[config.mk]
export PLATFORM = sky130hd
export DESIGN_NAME = mbuf_rst_seq
export DESIGN_NICKNAME = d
export VERILOG_FILES = /design/src/rtl/mbrs_pkg.sv /design/src/rtl/mbrs_sync.sv /design/src/rtl/mbrs_timer.sv /design/src/rtl/mbrs_satcnt.sv /design/src/rtl/mbuf_rst_seq.sv
export SDC_FILE = /design/constraint.sdc
export NUM_CORES = 1
export LEC_CHECK = 0
export BUFFER_PORTS_ARGS = -buffer_cell sky130_fd_sc_hd__buf_2
export CORE_MARGIN = 2
export CORE_UTILIZATION = 50
export DETAILED_ROUTE_END_ITERATION = 12
export HOLD_SLACK_MARGIN = 0.02
export PLACE_DENSITY = 0.77
export SLEW_MARGIN = 25
export SYNTH_ARGS = -nofsm -noshare
export SYNTH_HDL_FRONTEND = slang
export SYNTH_SLANG_ARGS = --single-unit
[constraint.sdc]
create_clock -name clk -period 1.47 [get_ports clk]
set_clock_uncertainty 0.15 [all_clocks]
set_input_delay 0.2205 -clock clk [delete_from_list [all_inputs] [get_ports clk]]
set_output_delay 0.2205 -clock clk [all_outputs]
set_load 0.05 [all_outputs]
[src/rtl/mbrs_pkg.sv]
package mbrs_pkg;
    typedef enum logic [2:0] {
        ST_COLD,
        ST_QUIET,
        ST_SBPROG,
        ST_LINK,
        ST_FR_SREQ,
        ST_FR_RST
    } seq_state_e;
endpackage

[src/rtl/mbrs_sync.sv]
module mbrs_sync #(
    parameter int unsigned W = 1
) (
    input  logic         clk,
    input  logic         clr_n,
    input  logic [W-1:0] d,
    output logic [W-1:0] q
);
    for (genvar i = 0; i < W; i++) begin : g_bit
        logic meta;
        logic stab;
        always_ff @(posedge clk or negedge clr_n) begin
            if (!clr_n) begin
                meta <= 1'b0;
                stab <= 1'b0;
            end else begin
                meta <= d[i];
                stab <= meta;
            end
        end
        assign q[i] = stab;
    end
endmodule

[src/rtl/mbrs_timer.sv]
module mbrs_timer #(
    parameter int unsigned W = 8
) (
    input  logic         clk,
    input  logic         rst_n,
    input  logic         load,
    input  logic [W-1:0] ld_val,
    output logic         expired
);
    logic [W-1:0] cnt;

    always_ff @(posedge clk or negedge rst_n) begin
        if (!rst_n)           cnt <= '0;
        else if (load)        cnt <= ld_val;
        else if (cnt != '0)   cnt <= cnt - 1'b1;
    end

    assign expired = (cnt == '0);

    AST_TMR_NO_WRAP: assert property (@(posedge clk) disable iff (!rst_n)
        (expired && !load) |=> expired);
endmodule

[src/rtl/mbrs_satcnt.sv]
module mbrs_satcnt #(
    parameter int unsigned MAX = 16
) (
    input  logic clk,
    input  logic run,
    output logic at_max
);
    localparam int unsigned W = $clog2(MAX + 1);
    logic [W-1:0] cnt;

    always_ff @(posedge clk) begin
        if (!run)                 cnt <= '0;
        else if (cnt != W'(MAX))  cnt <= cnt + 1'b1;
    end

    assign at_max = (cnt == W'(MAX));
endmodule

[src/rtl/mbuf_rst_seq.sv]
module mbuf_rst_seq
    import mbrs_pkg::*;
#(
    parameter int unsigned REFCLK_MIN_CYC = 250000,
    parameter int unsigned QUIET_CYC      = 50000,
    parameter int unsigned SR_TIMEOUT_CYC = 1024,
    parameter int unsigned FR_HOLD_CYC    = 16,
    parameter int unsigned ADDR_W         = 8,
    parameter logic [ADDR_W-1:0] LINKFREQ_ADDR = ADDR_W'(64)
) (
    input  logic              clk,
    input  logic              rst_pin_n,
    input  logic              refclk_ok,
    input  logic              link_eidle,
    input  logic              sr_ack,
    input  logic              sb_wr_valid,
    input  logic [ADDR_W-1:0] sb_wr_addr,
    input  logic              sb_done,
    output logic              dram_cke,
    output logic              sr_req,
    output logic              core_rst,
    output logic              sticky_rst,
    output logic              pll_rst,
    output logic              pll_init_pulse,
    output logic              sb_en,
    output logic              link_init_en,
    output logic              refclk_viol,
    output logic              sr_to_err
);
    localparam int unsigned TMR_MAX_A = (QUIET_CYC > SR_TIMEOUT_CYC) ? QUIET_CYC : SR_TIMEOUT_CYC;
    localparam int unsigned TMR_MAX   = (TMR_MAX_A > FR_HOLD_CYC) ? TMR_MAX_A : FR_HOLD_CYC;
    localparam int unsigned TMR_W     = $clog2(TMR_MAX + 1);

    logic       rst_n_s;
    logic [2:0] async_s;
    logic       refclk_s, eidle_s, ack_s;
    logic       rc_ok;
    logic       tmr_load, tmr_exp;
    logic [TMR_W-1:0] tmr_val;
    logic       pll_up;
    logic       lf_write;
    seq_state_e state, state_n;

    // reset pin: asynchronous assert, synchronous release
    mbrs_sync #(.W(1)) u_pin_sync (
        .clk(clk), .clr_n(rst_pin_n), .d(1'b1), .q(rst_n_s)
    );

    mbrs_sync #(.W(3)) u_in_sync (
        .clk(clk), .clr_n(1'b1),
        .d({refclk_ok, link_eidle, sr_ack}), .q(async_s)
    );
    assign {refclk_s, eidle_s, ack_s} = async_s;

    mbrs_satcnt #(.MAX(REFCLK_MIN_CYC)) u_refclk_cnt (
        .clk(clk), .run(refclk_s), .at_max(rc_ok)
    );

    mbrs_timer #(.W(TMR_W)) u_tmr (
        .clk(clk), .rst_n(rst_n_s), .load(tmr_load), .ld_val(tmr_val), .expired(tmr_exp)
    );

    // next-state logic
    always_comb begin
        state_n = state;
        unique case (state)
            ST_COLD:    state_n = ST_QUIET;
            ST_QUIET:   if (tmr_exp) state_n = ST_SBPROG;
            ST_SBPROG:  if (sb_done) state_n = ST_LINK;
            ST_LINK:    if (eidle_s) state_n = ST_FR_SREQ;
            ST_FR_SREQ: if (ack_s || tmr_exp) state_n = ST_FR_RST;
            ST_FR_RST:  if (tmr_exp && !eidle_s) state_n = ST_LINK;
            default:    state_n = ST_COLD;
        endcase
    end

    always_comb begin
        tmr_load = (state_n != state);
        unique case (state_n)
            ST_QUIET:   tmr_val = TMR_W'(QUIET_CYC - 1);
            ST_FR_SREQ: tmr_val = TMR_W'(SR_TIMEOUT_CYC - 1);
            ST_FR_RST:  tmr_val = TMR_W'(FR_HOLD_CYC - 1);
            default:    tmr_val = '0;
        endcase
    end

    assign lf_write = (state == ST_SBPROG) && !pll_up && sb_wr_valid
                    && (sb_wr_addr == LINKFREQ_ADDR);

    // state register and flags
    always_ff @(posedge clk or negedge rst_n_s) begin
        if (!rst_n_s) begin
            state          <= ST_COLD;
            pll_up         <= 1'b0;
            pll_init_pulse <= 1'b0;
            refclk_viol    <= 1'b0;
            sr_to_err      <= 1'b0;
        end else begin
            state          <= state_n;
            pll_init_pulse <= lf_write;
            if (lf_write || (state == ST_SBPROG && sb_done)) pll_up <= 1'b1;
            if (state == ST_COLD) refclk_viol <= !rc_ok;
            if (state == ST_FR_SREQ && !ack_s && tmr_exp) sr_to_err <= 1'b1;
        end
    end

    // outputs decoded from state
    always_comb begin
        core_rst     = 1'b0;
        sticky_rst   = 1'b0;
        dram_cke     = 1'b0;
        sr_req       = 1'b0;
        sb_en        = 1'b0;
        link_init_en = 1'b0;
        unique case (state)
            ST_COLD:    begin core_rst = 1'b1; sticky_rst = 1'b1; end
            ST_QUIET:   ;
            ST_SBPROG:  sb_en = 1'b1;
            ST_LINK:    begin sb_en = 1'b1; dram_cke = 1'b1; link_init_en = 1'b1; end
            ST_FR_SREQ: begin sb_en = 1'b1; dram_cke = 1'b1; sr_req = 1'b1; end
            ST_FR_RST:  begin sb_en = 1'b1; sr_req = 1'b1; core_rst = 1'b1; end
            default:    ;
        endcase
    end
    assign pll_rst = !pll_up;

    AST_RST_AFTER_SREQ: assert property (@(posedge clk) disable iff (!rst_n_s)
        $rose(core_rst) |-> $past(sr_req));
    AST_STICKY_KEPT: assert property (@(posedge clk) disable iff (!rst_n_s)
        !$past(sticky_rst) |-> !sticky_rst);
    AST_PLL_KEPT: assert property (@(posedge clk) disable iff (!rst_n_s)
        !$past(pll_rst) |-> !pll_rst);
    AST_LINK_GATED: assert property (@(posedge clk) disable iff (!rst_n_s)
        $rose(link_init_en) |-> ($past(sb_done) || $past(core_rst)));
    AST_PULSE_FROM_RESET: assert property (@(posedge clk) disable iff (!rst_n_s)
        pll_init_pulse |-> $past(pll_rst));
    AST_TIMEOUT_RESETS: assert property (@(posedge clk) disable iff (!rst_n_s)
        $rose(sr_to_err) |-> core_rst);
endmodule

==> key figures, run 1 <==
STA
  – Slack of the critical path: -914 ps
  – Setup TNS: -23620 ps
  – Worst Tran Pin Value: 561 ps
  – Pins Over Slew Limit: 0
  – Fin crit period: 2380 ps
  – Fmax: 0.419 GHz
  – Final setup viols: 46
  – Unrepaired setup endpoints after global routing: yes
  – Final period utilization: 162%
  – Slew margin rel.: 62.1%
  – Final hold viol count: 0
  – Fin Hold WS: 90.3 ps

Flow run
  – Max-cap violations: 0

Run status
  – Status: finished, violations left
  – Failing checks: negative setup slack

Synthesis
  – Sequential share of the synthesized area: 43.7%
  – Syn_area_per_cell: 10.0 um^2
  – Synth Cell Area: 2530 um^2
  – Synthesized Nets: 271
  – Post-synthesis cell type count: 57
  – Ys flop type: dfrtp_1
  – #FFs+latches synth: 49
  – Synth area leader: dfrtp_1
  – EDFF count, synth: 0
  – Synth warn: 0
  – Synth area leaders: dfrtp_1, dfxtp_1, xnor2_1
  – Cells after Synth: 252
  – Yosys top cell area share: 24.7%
  – Ys async rst share: 51.0%

Setup path
  – CP arrival: 2460 ps
  – CP Max Fanout: 7
  – Worst path cell trace: nor4_2 -> and4_4 -> buf_12 -> a22oi_4 -> buf_12 -> and4_4 -> a211oi_2
  – Crit path capture type: flop
  – Reg2Reg Launch Point: u_tmr.cnt[8]
  – FF-to-FF End: u_tmr.cnt[14]
  – Crit path largest cell delay: 530 ps
  – Worst EP required: 1550 ps
  – Startpoint type of the worst setup path: flop
  – R2R cell count: 7
  – CP max stage cell: nor4_2
  – R2R Setup Slk: -910 ps
  – Setup Crit Path Kind: flop to flop

Power
  – Leakage: 1.93 nW
  – Pint: 0.00329 W
  – PD cells: 1300 nW/um^2
  – Sw Ratio: 41.4%
  – Flop pwr share: 33.8%
  – Clock power frac: 15.6%
  – Switching pwr: 0.00232 W
  – Peak supply drop: 0.872 mV
  – Comb pwr share: 50.6%

Global route
  – Gr usage total: 36.5%
  – Number of global-route vias before repair: 2834
  – Initial antenna violation count: 0
  – Pin count of the biggest net entering global routing: 19
  – Grt ovf: 0
  – First-pass GRT wire length: 14.9 mm

Placement
  – Post-DP HPWL: 4.62 mm
  – Final GP Congestion: 0.810
  – Setup WS pre-CTS: -646 ps
  – DP Area: 3380 um^2
  – PortBufs: 24
  – Placed cell count: 411

Drt
  – Routed Antenna Nets: 0
  – Residual DRC: 0
  – First DRT Iteration DRCs: 476
  – Drt total wl: 12.7 mm
  – Vias: 3094
  – Iteration count of the initial detailed-routing pass: 6
  – WL/cell: 27.4 um
  – Via density: 6.67

Hold path
  – WHS Path Cells: 2
  – Worst hold path type: primary input to flop
  – Hold Startpoint: sb_done
  – WHS Endpoint: pll_up

Floorplanning
  – Die height: 75.1 um
  – Full die area: 5640 um^2
  – Rows: 25
  – Die X: 75.1 um
  – # IOs: 25
  – Core area: 4790 um^2
  – Initial core utilization: 52.8%

Clock network
  – CTS tree: yes
  – Clk sinks: 49
  – H-tree levels: 2
  – Reg clk slew, reported paths: 100 ps
  – Max clock buf depth: 2
  – Worst skew pair latency: 320 ps
  – Num CTS Buffers: 5
  – Root buf cell: clkbuf_8

Layout
  – Area Overhead vs Synth: 70.3%
  – Fin area: 4310 um^2
  – # diodes: 0
  – Non-filler cells, final: 464
  – Layout cells sized above 1: 58.7%
  – Final net count: 415
critical path: cells and delay by family (launching register included):
family	cells	cell delay [ps]
AO/OA/AOI/OAI	2	300
buffers and inverters	2	310
flip-flops	1	480
AND/OR/NAND/NOR	3	1060
through the flow:
stage,power [W],utilization [%]
detailed placement,0.00374,70.7
floorplan,0.00287,-
global placement,0.00366,70.7
global route,0.00569,90.0
finish,0.00560,90.0
CTS,0.00488,84.0
power by group through the flow:
stage	clock [W]	sequential (W)	combinational [W]
after floorplan	0	0.00186	0.00101
after global placement	0	0.00179	0.00187
after detailed placement	0	0.00180	0.00194
after CTS	0.000803	0.00180	0.00228
after global routing	0.000902	0.00188	0.00291
final	0.000874	0.00189	0.00284
metal layers:
metal  share of wire (%)  GRT usage [%]  vias up
met4                 8.9           21.0        0
met3                  11           9.50      114
li1                    -              -     1184
met2                  47           64.1      332
met5                   0              0        -
met1                  34           39.6     1464
synthesized netlist by cell type, drive strengths merged (5+ instances only):
master	n
dfrtp	25
dfxtp	24
nor2	17
xnor2	17
nand2	16
inv	12
a21oi	11
and2	11
nand3	9
xor2	8
nor4	7
mux2i	6
nand4	6
nor2b	6
o21ai	6
o31ai	6
buf	5
clkbuf	5
or3	5
worst max path at each step:
| stage | cells past startpoint | slack [ps] | start | end |
|---|---|---|---|---|
| 3_5_place_dp | 8 | -650 | u_tmr.cnt[0] | u_tmr.cnt[8] |
| 2_1_floorplan | 9 | -470 | u_tmr.cnt[0] | u_tmr.cnt[8] |
| 4_1_cts | 7 | -580 | u_tmr.cnt[3] | u_tmr.cnt[15] |
| 6_report | 7 | -910 | u_tmr.cnt[8] | u_tmr.cnt[14] |
| 3_3_place_gp | 8 | -530 | u_tmr.cnt[0] | u_tmr.cnt[15] |
| 5_1_grt | 7 | -900 | u_tmr.cnt[8] | u_tmr.cnt[15] |
registers in the layout, summed over array words and instances, names as in the netlist:
name	count
u_refclk_cnt.cnt	18
u_tmr.cnt	16
state	3
u_in_sync.g_bit.meta	3
u_in_sync.g_bit.stab	3
pll_init_pulse	1
pll_up	1
refclk_viol	1
sr_to_err	1
u_pin_sync.g_bit.meta	1
u_pin_sync.q	1
cell usage in the layout, fill, tap and decap left out, drive strengths merged, types with 7 or more instances in the layout:
cell type / n
dfrtp: 25
nand3: 10
inv: 10
dfxtp: 24
buf: 139
xnor2: 17
a21oi: 11
and2: 11
clkbuf: 7
nand2: 16
nor4: 7
nor2: 17
xor2: 8
area by class of cell:
class | instances | area (um^2)
well taps | 67 | 83.8
multi-input cells | 182 | 1710
inverters | 12 | 56.3
repair buffers | 146 | 1250
clock buffers | 6 | 72.6
clock inverters | 2 | 13.8
fillers | 157 | 480
flip-flops and latches | 49 | 1120
timing repair:
action,CTS,global route
hold buffers,6,0
pin swaps,21,36
hold endpoints to repair,11,0
resized for setup,66,46
buffers inserted,24,20
gates cloned,1,0
endpoints found under the setup margin,42,47
kinds of logic after synthesis:
logic type                 count (synthesis)  share of synthesized area, %
DFF                                       49                          43.7
buffers and inverters                     22                          4.11
and+or+nand+nor                          105                          26.6
AOI/OAI and AO/OA                         40                          12.4
muxes                                      6                          2.38
other                                      1                         0.148
adders and majority gates                  4                          1.98
xor gates and xnor gates                  25                          8.66
Note: power is estimated with default switching activity, not from simulation.
==> run 2, diff against run 1 <==
Settings changed: MAX_ROUTING_LAYER set to met4, RECOVER_POWER set to 25.
==> run 2 against run 1 <==
Net effect: the flow still finishes with violations (negative setup slack); total power increased by 0.84%; worst setup slack gained 15 ps; die area is the same; largest power group unchanged; highest routed layer unchanged.
==> key figures, run 2 (synthesis results as in run 1) <==
Setup path
  – Crit path capture type: flop
  – Worst path cell trace: nor4_4 -> buf_4 -> and4_4 -> buf_12 -> a22oi_4 -> buf_12 -> and4_4 -> a21oi_2
  – Top delay family on crit path: simple AND/OR/NAND/NOR gates
  – Worst EP required: 1520 ps (-30 ps)
  – Crit path buf inv count: 3 (+1)
  – CP max stage cell: dfrtp_1
  – Startpoint type of the worst setup path: flop
  – Setup Crit Path Kind: flop to flop
  – CP Max Fanout: 7 (unchanged)
  – Crit path largest cell delay: 460 ps (-70 ps)
  – CP arrival: 2420 ps (-40 ps)

STA
  – Fin crit period: 2370 ps (-15.2 ps)
  – Fin Hold WS: 62.0 ps (-28.3 ps)
  – Final period utilization: 161% (-1.0 points)
  – Setup TNS: -22040 ps (+1570 ps)
  – Final hold viol count: 0 (unchanged)
  – Fmax: 0.422 GHz (+0.64%)
  – Pins Over Slew Limit: 0 (unchanged)
  – Slack of the critical path: -899 ps (+15.2 ps)
  – Final setup viols: 46 (unchanged)
  – Worst Tran Pin Value: 908 ps (+347 ps)
  – Unrepaired setup endpoints after global routing: yes
  – Slew margin rel.: 39.5% (-23 points)

Placement
  – Post-DP HPWL: 4.62 mm (unchanged)
  – DP Area: 3380 um^2 (unchanged)
  – Final GP Congestion: 0.822 (+1.5%)
  – Placed cell count: 411 (unchanged)
  – PortBufs: 24 (unchanged)

Clock network
  – H-tree levels: 2 (unchanged)
  – Root buf cell: clkbuf_8
  – Max clock buf depth: 2 (unchanged)
  – Num CTS Buffers: 5 (unchanged)
  – CTS tree: yes
  – Clk sinks: 49 (unchanged)
  – Reg clk slew, reported paths: 110 ps (about the same)
  – Worst skew pair latency: 330 ps (about the same)

Layout
  – Final net count: 415 (unchanged)
  – Largest register by flop count: u_refclk_cnt.cnt
  – Area Overhead vs Synth: 70.6%
  – Most frequent cells in the layout: buf_4, buf_6, dfrtp_1, buf_2, dfxtp_1
  – Layout cells sized above 1: 58.4% (-0.25 points)
  – Largest regs: u_refclk_cnt.cnt: 18 flops, u_tmr.cnt: 16 flops
  – Non-filler cells, final: 464 (unchanged)
  – Fin util: 90.1% (+0.16 points)
  – Max FFs per register: 18 (unchanged)
  – Commonest non-fill, non-tap cell in the layout: buf_4
  – # diodes: 0 (unchanged)
  – Fin area: 4310 um^2 (+0.17%)

Global route
  – Pin count of the biggest net entering global routing: 19 (unchanged)
  – Initial antenna violation count: 0 (unchanged)
  – Gr usage total: 37.5% (+0.97 points)
  – Grt ovf: 0 (unchanged)
  – First-pass GRT wire length: 14.9 mm (-0.19%)
  – Number of global-route vias before repair: 2846 (+0.42%)

Floorplanning
  – Rows: 25 (unchanged)
  – Die X: 75.1 um (unchanged)
  – Full die area: 5640 um^2 (unchanged)
  – # IOs: 25 (unchanged)
  – Core area: 4790 um^2 (unchanged)
  – Die height: 75.1 um (unchanged)
  – Initial core utilization: 52.8% (unchanged)

Drt
  – Iteration count of the initial detailed-routing pass: 8 (+2)
  – Residual DRC: 0 (unchanged)
  – Vias: 3152 (+1.9%)
  – Routed Antenna Nets: 0 (unchanged)
  – Drt total wl: 13.2 mm (+4.1%)
  – First DRT Iteration DRCs: 424 (-11%)
  – WL/cell: 28.5 um (+4.1%)
  – Via density: 6.79 (+1.9%)

Power
  – PD cells: 1310 nW/um^2 (+0.67%)
  – Peak supply drop: 0.954 mV (+9.4%)
  – Leakage: 1.94 nW (+0.73%)

Hold path
  – Worst hold path type: primary input to flop

Flow run
  – Max-cap violations: 0 (unchanged)

Run status
  – Status: finished, violations left
  – Failing checks: negative setup slack
## run 2: cell count changes in the layout (fill, tap and decap cells not counted), moves of 2 or more
cell	delta
a21oi_2	+2
nand2_2	-2
o31ai_2	-2
a21oi_4	-2
## run 2: per-stage QoR
| step | setup slack [ps] | power (W) |
|---|---|---|
| 6_report | -899 | 0.00565 |
| 2_1_floorplan | -471 | 0.00287 |
| 4_1_cts | -577 | 0.00488 |
| 3_3_place_gp | -529 | 0.00366 |
| 3_5_place_dp | -646 | 0.00374 |
| 5_1_grt | -934 | 0.00579 |
## run 2: final timing paths
path / depth (start not counted) / from / slack [ps] / to
hold reg to reg: 0 / u_in_sync.g_bit[0].meta / 180 / u_in_sync.g_bit[0].stab
setup reg to reg: 8 / u_tmr.cnt[5] / -900 / u_tmr.cnt[4]
min in group asynchronous: 2 / rst_pin_n / 150 / u_pin_sync.q
max in group asynchronous: 1 / u_pin_sync.q / 70 / pll_init_pulse
hold / removal: 2 / sb_done / 60 / pll_up
setup / recovery: 8 / u_tmr.cnt[5] / -900 / u_tmr.cnt[4]
## run 2: what timing repair did
action | 4_1_cts | 5_1_grt
gates cloned | 1 | 0
pin swaps | 21 | 32
endpoints found under the setup margin | 42 | 47
resized for setup | 66 | 47
hold endpoints to repair | 11 | 0
buffers inserted | 24 | 20
hold buffers | 6 | 0
## run 2: area by class of cell
type / instances / area (um^2)
Sequential cell: 49 / 1120
Inverter: 12 / 56.3
Timing Repair Buffer: 146 / 1240
Fill cell: 165 / 473
Tap cell: 67 / 83.8
Clock inverter: 2 / 13.8
Multi-Input combinational cell: 182 / 1730
Clock buffer: 6 / 72.6
## run 2: worst reg2reg max path, cell delays in order, from the launching register on
cell,delay (ps)
dfrtp_1,460
nor4_4,320
buf_4,180
and4_4,250
buf_12,140
a22oi_4,90
buf_12,160
and4_4,180
a21oi_2,310
## run 2: power breakdown
group	internal [W]	switching (W)	leakage (nW)
registers	0.00158	0.000303	0.512
clock network	0.000341	0.000538	0.0456
logic	0.00136	0.00153	1.39
## run 2: per-layer routing
layer / GRT usage, % / up-vias / wire length (um)
li1: - / 1181 / -
met1: 39.9 / 1483 / 4400
met2: 63.2 / 327 / 5920
met3: 8.30 / 161 / 1500
met4: 22.8 / 0 / 1410
met5: - / - / 0
==> run 3, diff against run 2 <==
Settings changed: GPL_TIMING_DRIVEN set to 0.
==> run 3 against run 2 <==
Net effect: the run still ends with negative setup slack left; design area decreased by 11%; utilization down 10 points; sequential power up 2%; worst setup slack better by 260 ps; sequential share of layout area grew 3.6 points; first-iteration DRC count decreased by 41%; non-clock buffer count is 57 lower; cell count is 13% lower; total power down 14%; critical path type unchanged; highest routed layer unchanged.
==> key figures, run 3 (synthesis results as in run 1) <==
Global route
  – Global Route met1 Usage: 30.5% (-9.4 points)
  – Initial antenna violation count: 0 (unchanged)
  – Pin count of the biggest net entering global routing: 24 (+5)
  – First-pass GRT wire length: 11.1 mm (-25%)
  – Gr usage total: 27.4% (-10 points)
  – Busiest grt layer: met2
  – GRT met2 Usage: 47.6% (-16 points)
  – Grt met3 use: 5.62% (-2.7 points)
  – Number of global-route vias before repair: 2252 (-21%)
  – Grt ovf: 0 (unchanged)

Clock network
  – H-tree levels: 2 (unchanged)
  – Reg clk slew, reported paths: 100 ps (about the same)
  – Root buf cell: clkbuf_8
  – Max clock buf depth: 2 (unchanged)
  – Worst skew pair latency: 310 ps (-20 ps)
  – Num CTS Buffers: 5 (unchanged)
  – Clk sinks: 49 (unchanged)
  – CTS tree: yes

Flow run
  – Max-cap violations: 0 (unchanged)

Placement
  – Final GP Congestion: 0.779 (-5.1%)
  – Placed cell count: 343 (-17%)
  – Post-DP HPWL: 3.25 mm (-30%)
  – DP Area: 2830 um^2 (-16%)
  – PortBufs: 24 (unchanged)

Drt
  – Drt total wl: 8.43 mm (-36%)
  – Via density: 5.96 (-12%)
  – Residual DRC: 0 (unchanged)
  – Vias: 2418 (-23%)
  – Iteration count of the initial detailed-routing pass: 5 (-3)
  – First DRT Iteration DRCs: 250 (-41%)
  – WL/cell: 20.8 um (-27%)
  – Routed Antenna Nets: 0 (unchanged)

Setup path
  – Crit path buf inv count: 4 (+1)
  – CP arrival: 2140 ps (-280 ps)
  – Worst EP required: 1500 ps (-20 ps)
  – CP dominant cell by count: buf_6
  – Setup Crit Path Kind: flop to flop
  – Crit path capture type: flop
  – Worst path cell trace: buf_6 -> nor4_4 -> and4_1 -> buf_6 -> buf_6 -> buf_8 -> nor2_1 -> a21oi_2 -> mux2i_2
  – Startpoint type of the worst setup path: flop
  – Crit path largest cell delay: 410 ps (-50 ps)
  – Top delay family on crit path: simple AND/OR/NAND/NOR gates
  – CP Max Fanout: 8 (+1)
  – CP max stage cell: dfrtp_1

Layout
  – # diodes: 0 (unchanged)
  – Non-filler cells, final: 406 (-13%)
  – Area Overhead vs Synth: 51.5%
  – Final net count: 357 (-14%)
  – Largest regs: u_refclk_cnt.cnt: 18 flops, u_tmr.cnt: 16 flops
  – Commonest non-fill, non-tap cell in the layout: buf_4
  – Layout cells sized above 1: 52.5% (-5.9 points)
  – Most frequent cells in the layout: buf_4, buf_6, dfrtp_1, buf_2, xnor2_1
  – Largest register by flop count: u_refclk_cnt.cnt
  – Fin area: 3830 um^2 (-11%)
  – Max FFs per register: 18 (unchanged)

Floorplanning
  – # IOs: 25 (unchanged)
  – Die X: 75.1 um (unchanged)
  – Die height: 75.1 um (unchanged)
  – Initial core utilization: 52.8% (unchanged)
  – Core area: 4790 um^2 (unchanged)
  – Full die area: 5640 um^2 (unchanged)
  – Rows: 25 (unchanged)

STA
  – Final period utilization: 143% (-18 points)
  – Slack of the critical path: -639 ps (+260 ps)
  – Fin Hold WS: 32.7 ps (-29.3 ps)
  – Unrepaired setup endpoints after global routing: yes
  – Final hold viol count: 0 (unchanged)
  – Fmax: 0.474 GHz (+12%)
  – Worst Tran Pin Value: 975 ps (+66.5 ps)
  – Fin crit period: 2110 ps (-260 ps)
  – Setup TNS: -15280 ps (+6760 ps)
  – Slew margin rel.: 35.0% (-4.4 points)
  – Final setup viols: 42 (-8.7%)
  – Pins Over Slew Limit: 0 (unchanged)

Power
  – Final Power: 0.00487 W (-14%)
  – Leakage: 1.60 nW (-18%)
  – Peak supply drop: 0.890 mV (-6.8%)
  – PD cells: 1270 nW/um^2 (-2.9%)

Run status
  – Status: finished, violations left
  – Failing checks: negative setup slack

Hold path
  – Worst hold path type: primary input to flop
==> run 3: area by class of cell <==
| type | instances | area (um^2) |
|---|---|---|
| Buffer | 8 | 95.1 |
| Clock buffer | 6 | 82.6 |
| Clock inverter | 2 | 13.8 |
| Fill cell | 238 | 955 |
| Inverter | 12 | 56.3 |
| Multi-Input combinational cell | 181 | 1660 |
| Sequential cell | 49 | 1130 |
| Tap cell | 67 | 83.8 |
| Timing Repair Buffer | 81 | 711 |
==> run 3: final timing paths <==
| kind | from | end | slack, ps | cells after the start |
|---|---|---|---|---|
| setup / recovery | u_tmr.cnt[8] | u_tmr.cnt[1] | -640 | 9 |
| hold / removal | sb_wr_addr[5] | pll_init_pulse | 30 | 3 |
| setup reg to reg | u_tmr.cnt[8] | u_tmr.cnt[1] | -640 | 9 |
| hold reg to reg | u_in_sync.g_bit[2].meta | u_in_sync.g_bit[2].stab | 200 | 0 |
| max in group asynchronous | u_pin_sync.q | u_tmr.cnt[6] | 250 | 0 |
| min in group asynchronous | rst_pin_n | u_pin_sync.g_bit[0].meta | 100 | 2 |
==> run 3: metal layers <==
| layer | vias up | share of wire, % |
|---|---|---|
| li1 | 1060 | - |
| met1 | 1198 | 39 |
| met2 | 130 | 52 |
| met3 | 30 | 5.7 |
| met4 | 0 | 3.5 |
| met5 | - | 0 |
==> run 3: through the flow <==
stage / setup WS (ps) / util [%]
floorplan: -471 / -
global placement: -678 / 59.1
detailed placement: -736 / 59.1
CTS: -540 / 75.4
global route: -688 / 80.1
finish: -639 / 80.1
==> run 3: power by group <==
| part | total (W) | internal [W] | switching [W] |
|---|---|---|---|
| combinational | 0.00208 | 0.00108 | 0.000999 |
| clock | 0.000874 | 0.000383 | 0.000491 |
| sequential | 0.00192 | 0.00158 | 0.000341 |
| total | 0.00487 | 0.00304 | 0.00183 |
==> run 3: tightest hold or removal path, cell delays in order <==
cell and delay (ps):
buf_2 80, or4b_4 120, nor4_4 50
==> run 3: what timing repair did <==
item,in CTS,in global routing
gates resized for setup,80,32
hold endpoints to repair,6,0
buffers inserted,39,13
hold buffers,5,0
gates cloned,1,0
endpoints found under the setup margin,41,43
pin swaps,29,15
